--- src/rtl/rng_irq_pkg.sv ---
package rng_irq_pkg;
  localparam int unsigned NCORE  = 3;
  localparam int unsigned NTOP   = 2;
  localparam int unsigned CF_DONE = 0;
  localparam int unsigned CF_HLTH = 1;
  localparam int unsigned CF_CERT = 2;
  localparam int unsigned TS_CORE = 0;
  localparam int unsigned TS_SLV  = 1;
  localparam int unsigned CTL_W   = 2 * NCORE;
  localparam logic [15:0] VER_NO_QTU_GATE = 16'h0200;
endpackage

--- src/rtl/rng_core_flags.sv ---
module rng_core_flags #(
  parameter int unsigned N = 3
) (
  input  logic           clk,
  input  logic           rst_n,
  input  logic           soft_rst,
  input  logic           ctl_we,
  input  logic [2*N-1:0] ctl_wdata,
  input  logic [N-1:0]   set_req,
  output logic [N-1:0]   flags_q,
  output logic [N-1:0]   en_q,
  output logic           pend_nxt,
  output logic           recompute
);
  logic [N-1:0] flags_d;
  logic [N-1:0] en_d;

  always_comb begin
    en_d = ctl_we ? ctl_wdata[N-1:0] : en_q;
  end

  genvar gi;
  generate
    for (gi = 0; gi < N; gi++) begin : g_flag
      logic clr;
      always_comb begin
        clr = ctl_we & ctl_wdata[N+gi];
        if (soft_rst) flags_d[gi] = 1'b0;
        else          flags_d[gi] = set_req[gi] | (flags_q[gi] & ~clr);
      end
    end
  endgenerate

  always_comb begin
    pend_nxt  = |(flags_d & en_d);
    recompute = ctl_we | (|set_req);
  end

  always_ff @(posedge clk or negedge rst_n) begin
    if (!rst_n) begin
      flags_q <= '0;
    end else begin
      flags_q <= flags_d;
    end
  end

  always_ff @(posedge clk or negedge rst_n) begin
    if (!rst_n) begin
      en_q <= '0;
    end else if (ctl_we) begin
      en_q <= en_d;
    end
  end
endmodule

--- src/rtl/rng_top_irq.sv ---
module rng_top_irq #(
  parameter int unsigned N = 2
) (
  input  logic         clk,
  input  logic         rst_n,
  input  logic [N-1:0] set_vec,
  input  logic [N-1:0] load_en,
  input  logic [N-1:0] load_val,
  input  logic         w1c_we,
  input  logic [N-1:0] w1c_data,
  input  logic         unmask_we,
  input  logic [N-1:0] unmask_data,
  input  logic         mask_we,
  input  logic [N-1:0] mask_data,
  output logic [N-1:0] status_q,
  output logic [N-1:0] mask_q,
  output logic         irq_q
);
  logic [N-1:0] status_d;
  logic [N-1:0] mask_d;
  logic         irq_d;
  logic         mask_ce;

  genvar gi;
  generate
    for (gi = 0; gi < N; gi++) begin : g_sts
      logic clr;
      always_comb begin
        clr = w1c_we & w1c_data[gi];
        if (load_en[gi]) status_d[gi] = load_val[gi];
        else             status_d[gi] = set_vec[gi] | (status_q[gi] & ~clr);
      end
    end
  endgenerate

  always_comb begin
    mask_ce = unmask_we | mask_we;
    mask_d  = mask_q;
    if (unmask_we) mask_d = mask_d & ~unmask_data;
    if (mask_we)   mask_d = mask_d | mask_data;
    irq_d   = |(status_q & ~mask_q);
  end

  always_ff @(posedge clk or negedge rst_n) begin
    if (!rst_n) begin
      status_q <= '0;
      irq_q    <= 1'b0;
    end else begin
      status_q <= status_d;
      irq_q    <= irq_d;
    end
  end

  always_ff @(posedge clk or negedge rst_n) begin
    if (!rst_n) begin
      mask_q <= '1;
    end else if (mask_ce) begin
      mask_q <= mask_d;
    end
  end
endmodule

--- src/rtl/rng_irq_ctrl.sv ---
module rng_irq_ctrl
  import rng_irq_pkg::*;
#(
  parameter logic [15:0] HW_VERSION = 16'h0100
) (
  input  logic             clk,
  input  logic             rst_n,
  input  logic             ctl_we,
  input  logic [CTL_W-1:0] ctl_wdata,
  input  logic             sts_we,
  input  logic [NTOP-1:0]  sts_wdata,
  input  logic             unmask_we,
  input  logic [NTOP-1:0]  unmask_wdata,
  input  logic             mask_we,
  input  logic [NTOP-1:0]  mask_wdata,
  input  logic             soft_rst,
  input  logic             src_en,
  input  logic             osc_en,
  input  logic             qtu_en,
  input  logic             cert_fault_ev,
  input  logic             hlth_fault_ev,
  input  logic             done_ev,
  input  logic             slv_err_ev,
  output logic [NCORE-1:0] core_flags,
  output logic [NCORE-1:0] flag_en,
  output logic [NTOP-1:0]  top_status,
  output logic [NTOP-1:0]  mask,
  output logic             irq
);
  localparam bit CERT_UNGATED = (HW_VERSION >= VER_NO_QTU_GATE);

  logic             src_active;
  logic             cert_ok;
  logic [NCORE-1:0] set_req;
  logic             pend_nxt;
  logic             recompute;
  logic [NTOP-1:0]  set_vec;
  logic [NTOP-1:0]  load_en;
  logic [NTOP-1:0]  load_val;

  always_comb begin
    src_active = ~soft_rst & src_en & osc_en;
    cert_ok    = src_active & (CERT_UNGATED | qtu_en);
    set_req           = '0;
    set_req[CF_DONE]  = done_ev;
    set_req[CF_HLTH]  = hlth_fault_ev & src_active;
    set_req[CF_CERT]  = cert_fault_ev & cert_ok;
  end

  rng_core_flags #(.N(NCORE)) u_core (
    .clk       (clk),
    .rst_n     (rst_n),
    .soft_rst  (soft_rst),
    .ctl_we    (ctl_we),
    .ctl_wdata (ctl_wdata),
    .set_req   (set_req),
    .flags_q   (core_flags),
    .en_q      (flag_en),
    .pend_nxt  (pend_nxt),
    .recompute (recompute)
  );

  always_comb begin
    set_vec           = '0;
    load_en           = '0;
    load_val          = '0;
    set_vec[TS_SLV]   = slv_err_ev;
    load_en[TS_CORE]  = soft_rst | recompute;
    load_val[TS_CORE] = ~soft_rst & pend_nxt;
  end

  rng_top_irq #(.N(NTOP)) u_top (
    .clk         (clk),
    .rst_n       (rst_n),
    .set_vec     (set_vec),
    .load_en     (load_en),
    .load_val    (load_val),
    .w1c_we      (sts_we),
    .w1c_data    (sts_wdata),
    .unmask_we   (unmask_we),
    .unmask_data (unmask_wdata),
    .mask_we     (mask_we),
    .mask_data   (mask_wdata),
    .status_q    (top_status),
    .mask_q      (mask),
    .irq_q       (irq)
  );
endmodule

--- config.mk ---
export PLATFORM = sky130hd
export DESIGN_NAME = rng_irq_ctrl
export DESIGN_NICKNAME = d
export VERILOG_FILES = /design/src/rtl/rng_irq_pkg.sv /design/src/rtl/rng_core_flags.sv /design/src/rtl/rng_top_irq.sv /design/src/rtl/rng_irq_ctrl.sv
export SDC_FILE = /design/constraint.sdc
export NUM_CORES = 1
export LEC_CHECK = 0
export ABC_AREA = 1
export CORE_MARGIN = 2
export CORE_UTILIZATION = 30
export CTS_CLUSTER_DIAMETER = 100
export DETAILED_ROUTE_END_ITERATION = 12
export DONT_BUFFER_PORTS = 1
export HOLD_SLACK_MARGIN = 0.02
export PLACE_DENSITY_LB_ADDON = 0.12
export SYNTH_ARGS = -nofsm -noshare
export SYNTH_HDL_FRONTEND = slang
export SYNTH_SLANG_ARGS = --single-unit
--- constraint.sdc ---
create_clock -name clk -period 0.9 [get_ports clk]
set_input_delay 0.09 -clock clk [delete_from_list [all_inputs] [get_ports clk]]
set_output_delay 0.09 -clock clk [all_outputs]
set_load 0.005 [all_outputs]
==> metrics.json, run 1 <==
{
  "outcome": {"value": "finished, violations left"},
  "violations_in_the_final_reports": {"value": "negative hold slack, negative setup slack"},
  "timing_hold_violations_final": {"value": 3},
  "nNetsFinal": {"value": 106},
  "p_leak": {"value": 0.370, "unit": "nW"},
  "worst_hold_path.endpoint": {"value": "u_core.en_q[0]"},
  "holdCritPathClass": {"value": "input port to register"},
  "via_count": {"value": 468},
  "yosys_warnings": {"value": 0},
  "cts.sinks": {"value": 11},
  "cts_htree_levels": {"value": 1},
  "wl_per_cell": {"value": 12.8, "unit": "µm"},
  "period_share": {"value": 1.01},
  "final_slew_viol_count": {"value": 0},
  "clock-skew-final": {"value": 0.00324, "unit": "ns"},
  "worst_setup_path_end_kind": {"value": "output pin"},
  "worst_slew_pin_slew": {"value": 0.481, "unit": "ns"},
  "syn_nets": {"value": 84},
  "post_synth.cell_area_avg": {"value": 9.10, "unit": "µm²"},
  "timing.rr.end": {"value": "u_top.status_q[0]"},
  "wirelength": {"value": 1230, "unit": "µm"},
  "initial_antenna_violation_count": {"value": 0},
  "placed_area": {"value": 583, "unit": "µm²"},
  "dieWidth": {"value": 46.0, "unit": "µm"},
  "globalRouteTotalUtil": {"value": 0.130},
  "post-place-ws": {"value": 0.0214, "unit": "ns"},
  "via_density_per_instance": {"value": 4.88},
  "hold-worst-slack": {"value": -0.0952, "unit": "ns"},
  "height_of_the_die": {"value": 46.0, "unit": "µm"},
  "detailedRoute.firstPassIterationCount": {"value": 4},
  "crit_arrival": {"value": 0.82, "unit": "ns"},
  "grt_pass1_wl": {"value": 1880, "unit": "µm"},
  "cts.path.max_buffers": {"value": 2},
  "post_synth_inst_count": {"value": 58},
  "number_of_global_route_vias_before_repair": {"value": 473},
  "clkLatencyLatePin": {"value": 0.27, "unit": "ns"},
  "fp-row-count": {"value": 15},
  "rsz_0062_raised_after_global_routing": {"value": "true"},
  "fmax": {"value": 1.10, "unit": "GHz"},
  "global_route.overflow_total": {"value": 0},
  "slew-limit-headroom": {"value": 0.678},
  "cts_buffers": {"value": 3},
  "final_period_minus_worst_setup_slack": {"value": 0.913, "unit": "ns"},
  "io_pins": {"value": 37},
  "final.setup.worst_slack": {"value": -0.0126, "unit": "ns"},
  "setup_violations": {"value": 2},
  "max-cap-violations": {"value": 0},
  "synth-seq-area-share": {"value": 0.526},
  "synth.ff_latch_count": {"value": 11},
  "drive_gt1_frac": {"value": 0.291},
  "required": {"value": 0.81, "unit": "ns"},
  "reg2reg_from": {"value": "u_core.flags_q[1]"},
  "startpoint_class": {"value": "register"},
  "start_util": {"value": 0.313},
  "yosysTopAreaCell": {"value": "dfrtp_1"},
  "synth.top_cells.by_area": {"value": "dfrtp_1 43%, nand2_1 11%, dfstp_2 10%"},
  "clkTransAtPathRegs": {"value": 0.07, "unit": "ns"},
  "area.growth.synth_to_final": {"value": 41.2, "unit": "%"},
  "gp_routability_congestion": {"value": 0.676},
  "detail_route.iter0.violations": {"value": 5},
  "ys_types": {"value": 19},
  "tritoncts": {"value": "done"},
  "holdPathStages": {"value": 1},
  "path_class": {"value": "register to output pin"},
  "synthDominantCellAreaShare": {"value": 0.427},
  "drc": {"value": 0},
  "maximum_fanout_along_the_worst_path": {"value": 3},
  "post_synth_instance_area": {"value": 528, "unit": "µm²"},
  "antenna_cells_inserted": {"value": 0},
  "die_area": {"value": 2110, "unit": "µm²"},
  "cts_root_buf": {"value": "clkbuf_4"},
  "vdd.ir_drop.worst": {"value": 0.000799, "unit": "V"},
  "postLayoutCellArea": {"value": 746, "unit": "µm²"},
  "power.density_cell_area": {"value": 1450, "unit": "nW/µm²"},
  "hold_startpoint": {"value": "ctl_we"},
  "worst_r2r_path_depth": {"value": 6},
  "io_buffers": {"value": 0},
  "core-area": {"value": 1690, "unit": "µm²"},
  "postRouteAntennaNets": {"value": 0},
  "grt_max_degree": {"value": 12},
  "detailed_place_hpwl": {"value": 897, "unit": "µm"},
  "regToRegSetupSlack": {"value": 0.03, "unit": "ns"}
}
-- routing by layer --
| layer | GRT usage | vias to the layer above | wire, µm |
|---|---|---|---|
| met3 | 0.0635 | 0 | 104 |
| met5 | 0 | - | 0 |
| met1 | 0.124 | 210 | 449 |
| li1 | - | 231 | - |
| met2 | 0.244 | 27 | 678 |
| met4 | 0.0343 | 0 | 0 |
-- state kept, by name (all words and copies together) (netlist names) --
register,cells
u_core.en_q,3
u_core.flags_q,3
u_top.mask_q,2
u_top.status_q,2
u_top.irq_q,1
-- cell families after synthesis --
logic type / share of synthesized area
buffers and inverters: 0.0782
AND/OR/NAND/NOR: 0.280
flip-flops: 0.526
AO/OA/AOI/OAI: 0.116
-- cell type report --
class	count	area (µm²)
Timing Repair Buffer	18	171
Inverter	8	30.0
Tap cell	17	21.3
Multi-Input combinational cell	38	219
Fill cell	171	943
Clock buffer	4	26.3
Sequential cell	11	278
-- where the power goes --
| part | internal, mW | total, mW | switching [mW] | leakage [nW] |
|---|---|---|---|---|
| logic | 0.100 | 0.175 | 0.0744 | 0.222 |
| clock network | 0.172 | 0.331 | 0.159 | 0.0150 |
| registers | 0.545 | 0.578 | 0.0330 | 0.133 |
| total | 0.817 | 1.08 | 0.266 | 0.370 |
-- synth_stat cells (all sizes together) --
master and n:
dfstp 2, o21ai 3, nor2 1, dfrtp 9, a22o 2, buf 1, nand4 2, nand3 5
nor3 1, or2 1, a21oi 3, o22ai 1, nand2 19, inv 8
-- worst max-delay path by stage --
stage                      start           endpoint  depth (start not counted)
2_1_floorplan     u_core.en_q[0]  u_top.status_q[0]                          6
3_3_place_gp   u_core.flags_q[2]  u_top.status_q[0]                          6
3_5_place_dp   u_core.flags_q[2]  u_top.status_q[0]                          6
4_1_cts          u_top.mask_q[0]            mask[0]                          0
5_1_grt          u_top.mask_q[0]            mask[0]                          0
6_report         u_top.mask_q[0]            mask[0]                          0
-- per-stage QoR --
stage	cells	util	TNS, ns	total power [mW]
final	96	0.441	-0.0197	1.08
after global routing	96	0.441	-0.120	1.14
after CTS	95	0.426	-0.0451	1.09
after detailed placement	80	0.345	0	0.706
after global placement	80	0.345	0	0.703
after floorplan	58	-	0	0.666
-- repair_timing --
action	CTS	global route
hold buffers	11	1
gates resized for setup	0	5
pin swaps	0	3
setup buffers	0	0
setup endpoints to repair	2	5
endpoints found under the hold margin	21	5
-- cells in the final DEF (no fill, tap or decap) --
cell type,instances
dfstp_2,2
nor2_1,1
nand3_1,4
nand2_2,4
clkbuf_4,3
or2_1,1
clkbuf_1,1
nand3_2,1
nand4_2,1
buf_4,5
nor3_2,1
dlygate4sd3_1,11
o22ai_1,1
nand2_1,15
a21oi_2,1
o21ai_2,3
inv_2,1
a22o_1,2
a21oi_1,2
inv_1,7
buf_6,1
nand4_1,1
dfrtp_1,9
dlymetal6s4s_1,1
Note: power is estimated with default switching activity, not from simulation.
==> inputs of run 2 (changes only) <==
- CELL_PAD_IN_SITES_DETAIL_PLACEMENT: not set -> 2
- CELL_PAD_IN_SITES_GLOBAL_PLACEMENT: not set -> 2
- CORE_UTILIZATION: 30 -> 29
- PLACE_DENSITY_LB_ADDON: 0.12 -> 0.1
==> metrics.json, run 2 (synthesized netlist as in run 1, its figures left out) <==
{
  "cts.path.max_buffers": {"value": 2, "change": "unchanged"},
  "io_pins": {"value": 37, "change": "unchanged"},
  "detailedRoute.firstPassIterationCount": {"value": 2, "change": "-2"},
  "layout.cells.most_common": {"value": "nand2_1"},
  "cts_buffers": {"value": 3, "change": "unchanged"},
  "final_slew_viol_count": {"value": 0, "change": "unchanged"},
  "timing_hold_violations_final": {"value": 2, "change": "-1"},
  "power.clock.fraction": {"value": 0.303, "change": "-0.002"},
  "dieWidth": {"value": 46.7, "unit": "µm", "change": "+1.6%"},
  "startpoint_class": {"value": "register"},
  "violations_in_the_final_reports": {"value": "negative hold slack, negative setup slack"},
  "multiInputGateArea": {"value": 215, "unit": "µm²", "change": "-1.7%"},
  "layout.area.seq": {"value": 278, "unit": "µm²", "change": "unchanged"},
  "utilization": {"value": 0.428, "change": "-0.0132"},
  "period_share": {"value": 1.02, "change": "+0.00406"},
  "nNetsFinal": {"value": 105, "change": "-0.94%"},
  "worst_slew_pin_slew": {"value": 0.500, "unit": "ns", "change": "+0.0188 ns"},
  "die_area": {"value": 2180, "unit": "µm²", "change": "+3.2%"},
  "internal_power": {"value": 815, "unit": "µW", "change": "-0.24%"},
  "cts_root_buf": {"value": "clkbuf_4"},
  "tritoncts": {"value": "done"},
  "detail_route.iter0.violations": {"value": 3, "change": "-2"},
  "outcome": {"value": "finished, violations left"},
  "number_of_global_route_vias_before_repair": {"value": 460, "change": "-2.7%"},
  "clkTransAtPathRegs": {"value": 0.07, "unit": "ns", "change": "about the same"},
  "p_leak": {"value": 0.367, "unit": "nW", "change": "-0.84%"},
  "vdd.ir_drop.worst": {"value": 0.000546, "unit": "V", "change": "-32%"},
  "crit_arrival": {"value": 0.83, "unit": "ns", "change": "about the same"},
  "area.growth.synth_to_final": {"value": 40.0, "unit": "%"},
  "grt_pass1_wl": {"value": 2260, "unit": "µm", "change": "+21%"},
  "wl_per_cell": {"value": 14.1, "unit": "µm", "change": "+9.7%"},
  "fp-row-count": {"value": 15, "change": "unchanged"},
  "slew-limit-headroom": {"value": 0.666, "change": "-0.0126"},
  "final_period_minus_worst_setup_slack": {"value": 0.916, "unit": "ns", "change": "+0.00366 ns"},
  "clkLatencyLatePin": {"value": 0.26, "unit": "ns", "change": "about the same"},
  "setup_violations": {"value": 3, "change": "+1"},
  "drive_gt1_frac": {"value": 0.333, "change": "+0.0422"},
  "worst_setup_path_end_kind": {"value": "output pin"},
  "io_buffers": {"value": 0, "change": "unchanged"},
  "hold_startpoint": {"value": "ctl_we"},
  "via_density_per_instance": {"value": 4.57, "change": "-6.2%"},
  "required": {"value": 0.81, "unit": "ns", "change": "about the same"},
  "critPathLaunch": {"value": "u_top.mask_q[1]"},
  "max-cap-violations": {"value": 0, "change": "unchanged"},
  "maximum_fanout_along_the_worst_path": {"value": 3, "change": "unchanged"},
  "cts.sinks": {"value": 11, "change": "unchanged"},
  "post-place-ws": {"value": 0.0172, "unit": "ns", "change": "-0.00428 ns"},
  "power.density_cell_area": {"value": 1470, "unit": "nW/µm²", "change": "+1.1%"},
  "core-area": {"value": 1730, "unit": "µm²", "change": "+2.2%"},
  "power_switching": {"value": 271, "unit": "µW", "change": "+1.6%"},
  "finalSetupTns": {"value": -0.0332, "unit": "ns", "change": "-0.0135 ns"},
  "filler_cell_count": {"value": 198, "change": "+16%"},
  "hold-worst-slack": {"value": -0.0820, "unit": "ns", "change": "+0.0132 ns"},
  "global_route.overflow_total": {"value": 0, "change": "unchanged"},
  "path_class": {"value": "register to output pin"},
  "height_of_the_die": {"value": 46.7, "unit": "µm", "change": "+1.6%"},
  "p_sw_frac": {"value": 0.249, "change": "+0.00343"},
  "power.share.sequential": {"value": 0.535, "change": "about the same"},
  "holdCritPathClass": {"value": "input port to register"},
  "drc": {"value": 0, "change": "unchanged"},
  "reg2reg_from": {"value": "u_core.en_q[0]"},
  "gp_routability_congestion": {"value": 0.661, "change": "-2.2%"},
  "antenna_cells_inserted": {"value": 0, "change": "unchanged"},
  "final.setup.worst_slack": {"value": -0.0163, "unit": "ns", "change": "-0.00366 ns"},
  "fmax": {"value": 1.09, "unit": "GHz", "change": "-0.40%"},
  "cts_htree_levels": {"value": 1, "change": "unchanged"},
  "grt_max_degree": {"value": 12, "change": "unchanged"},
  "logic_gate_share_of_total_power": {"value": 0.163, "change": "+0.002"},
  "rsz_0062_raised_after_global_routing": {"value": "true"},
  "via_count": {"value": 471, "change": "+0.64%"},
  "highest_count_cells_in_the_layout_ignoring_fill_and_taps": {"value": "15 x nand2_1, 9 x dlygate4sd3_1, 9 x dfrtp_1"},
  "globalRouteTotalUtil": {"value": 0.151, "change": "+0.0210"},
  "clock-skew-final": {"value": 0.000919, "unit": "ns", "change": "-0.00232 ns"},
  "start_util": {"value": 0.306, "change": "-0.00680"},
  "initial_antenna_violation_count": {"value": 0, "change": "unchanged"},
  "postRouteAntennaNets": {"value": 0, "change": "unchanged"},
  "wirelength": {"value": 1450, "unit": "µm", "change": "+18%"},
  "detailed_place_hpwl": {"value": 1050, "unit": "µm", "change": "+18%"},
  "largestRegisters": {"value": "u_core.en_q (3), u_core.flags_q (3)"}
}
==> run 2: changes by cell type in the layout (fill, tap and decap cells not counted), sizes merged <==
cell         previous run  this run
dlygate4sd3            11         9
buf                     6         7
==> run 2: routing by layer <==
metal  routed length (µm)  track usage  up-vias  share of wire
met2                  759        0.247       21           0.52
met4                   15       0.0667        0          0.010
met3                   73       0.0157        2          0.050
met1                  602        0.201      220           0.41
met5                    0            0        -              0
li1                     -            -      228              -
==> run 2: what timing repair did <==
action,in CTS,in global routing
setup endpoints to repair,2,7
setup buffers,0,2
cloned,0,0
pin swaps,0,8
endpoints found under the hold margin,20,3
resized for setup,0,7
hold buffers,9,1
==> run 2: worst paths after layout <==
kind,slack (ns),cells past startpoint,endpoint
worst min-delay path,-0.08,1,u_core.en_q[2]
worst min register to register,0.54,2,u_core.flags_q[2]
min in group asynchronous,0.23,1,u_core.flags_q[2]
worst max register to register,-0.01,6,u_top.status_q[0]
worst max-delay path,-0.02,0,mask[1]
max in group asynchronous,0.32,1,u_top.mask_q[0]
==> run 2: cell type report <==
class,instances,share of cell area
clock buffers,4,0.0355
inverters,8,0.0406
multi-input cells,38,0.291
flip-flops and latches,11,0.376
well taps,25,0.0423
repair buffers,17,0.215
==> run 2: power by group through the flow <==
stage / clock [mW] / combinational, mW / sequential [mW]
6_report: 0.329 / 0.177 / 0.581
5_1_grt: 0.361 / 0.202 / 0.587
4_1_cts: 0.343 / 0.157 / 0.581
3_5_place_dp: 0 / 0.114 / 0.590
3_3_place_gp: 0 / 0.112 / 0.586
2_1_floorplan: 0 / 0.0854 / 0.581
==> run 2: stage by stage <==
stage                     instances  cell area, µm²  total power, mW
after floorplan                  58             528            0.666
after global placement           87             586            0.698
after detailed placement         87             586            0.704
after CTS                       100             702             1.08
after global routing            103             739             1.15
final                           103             739             1.09
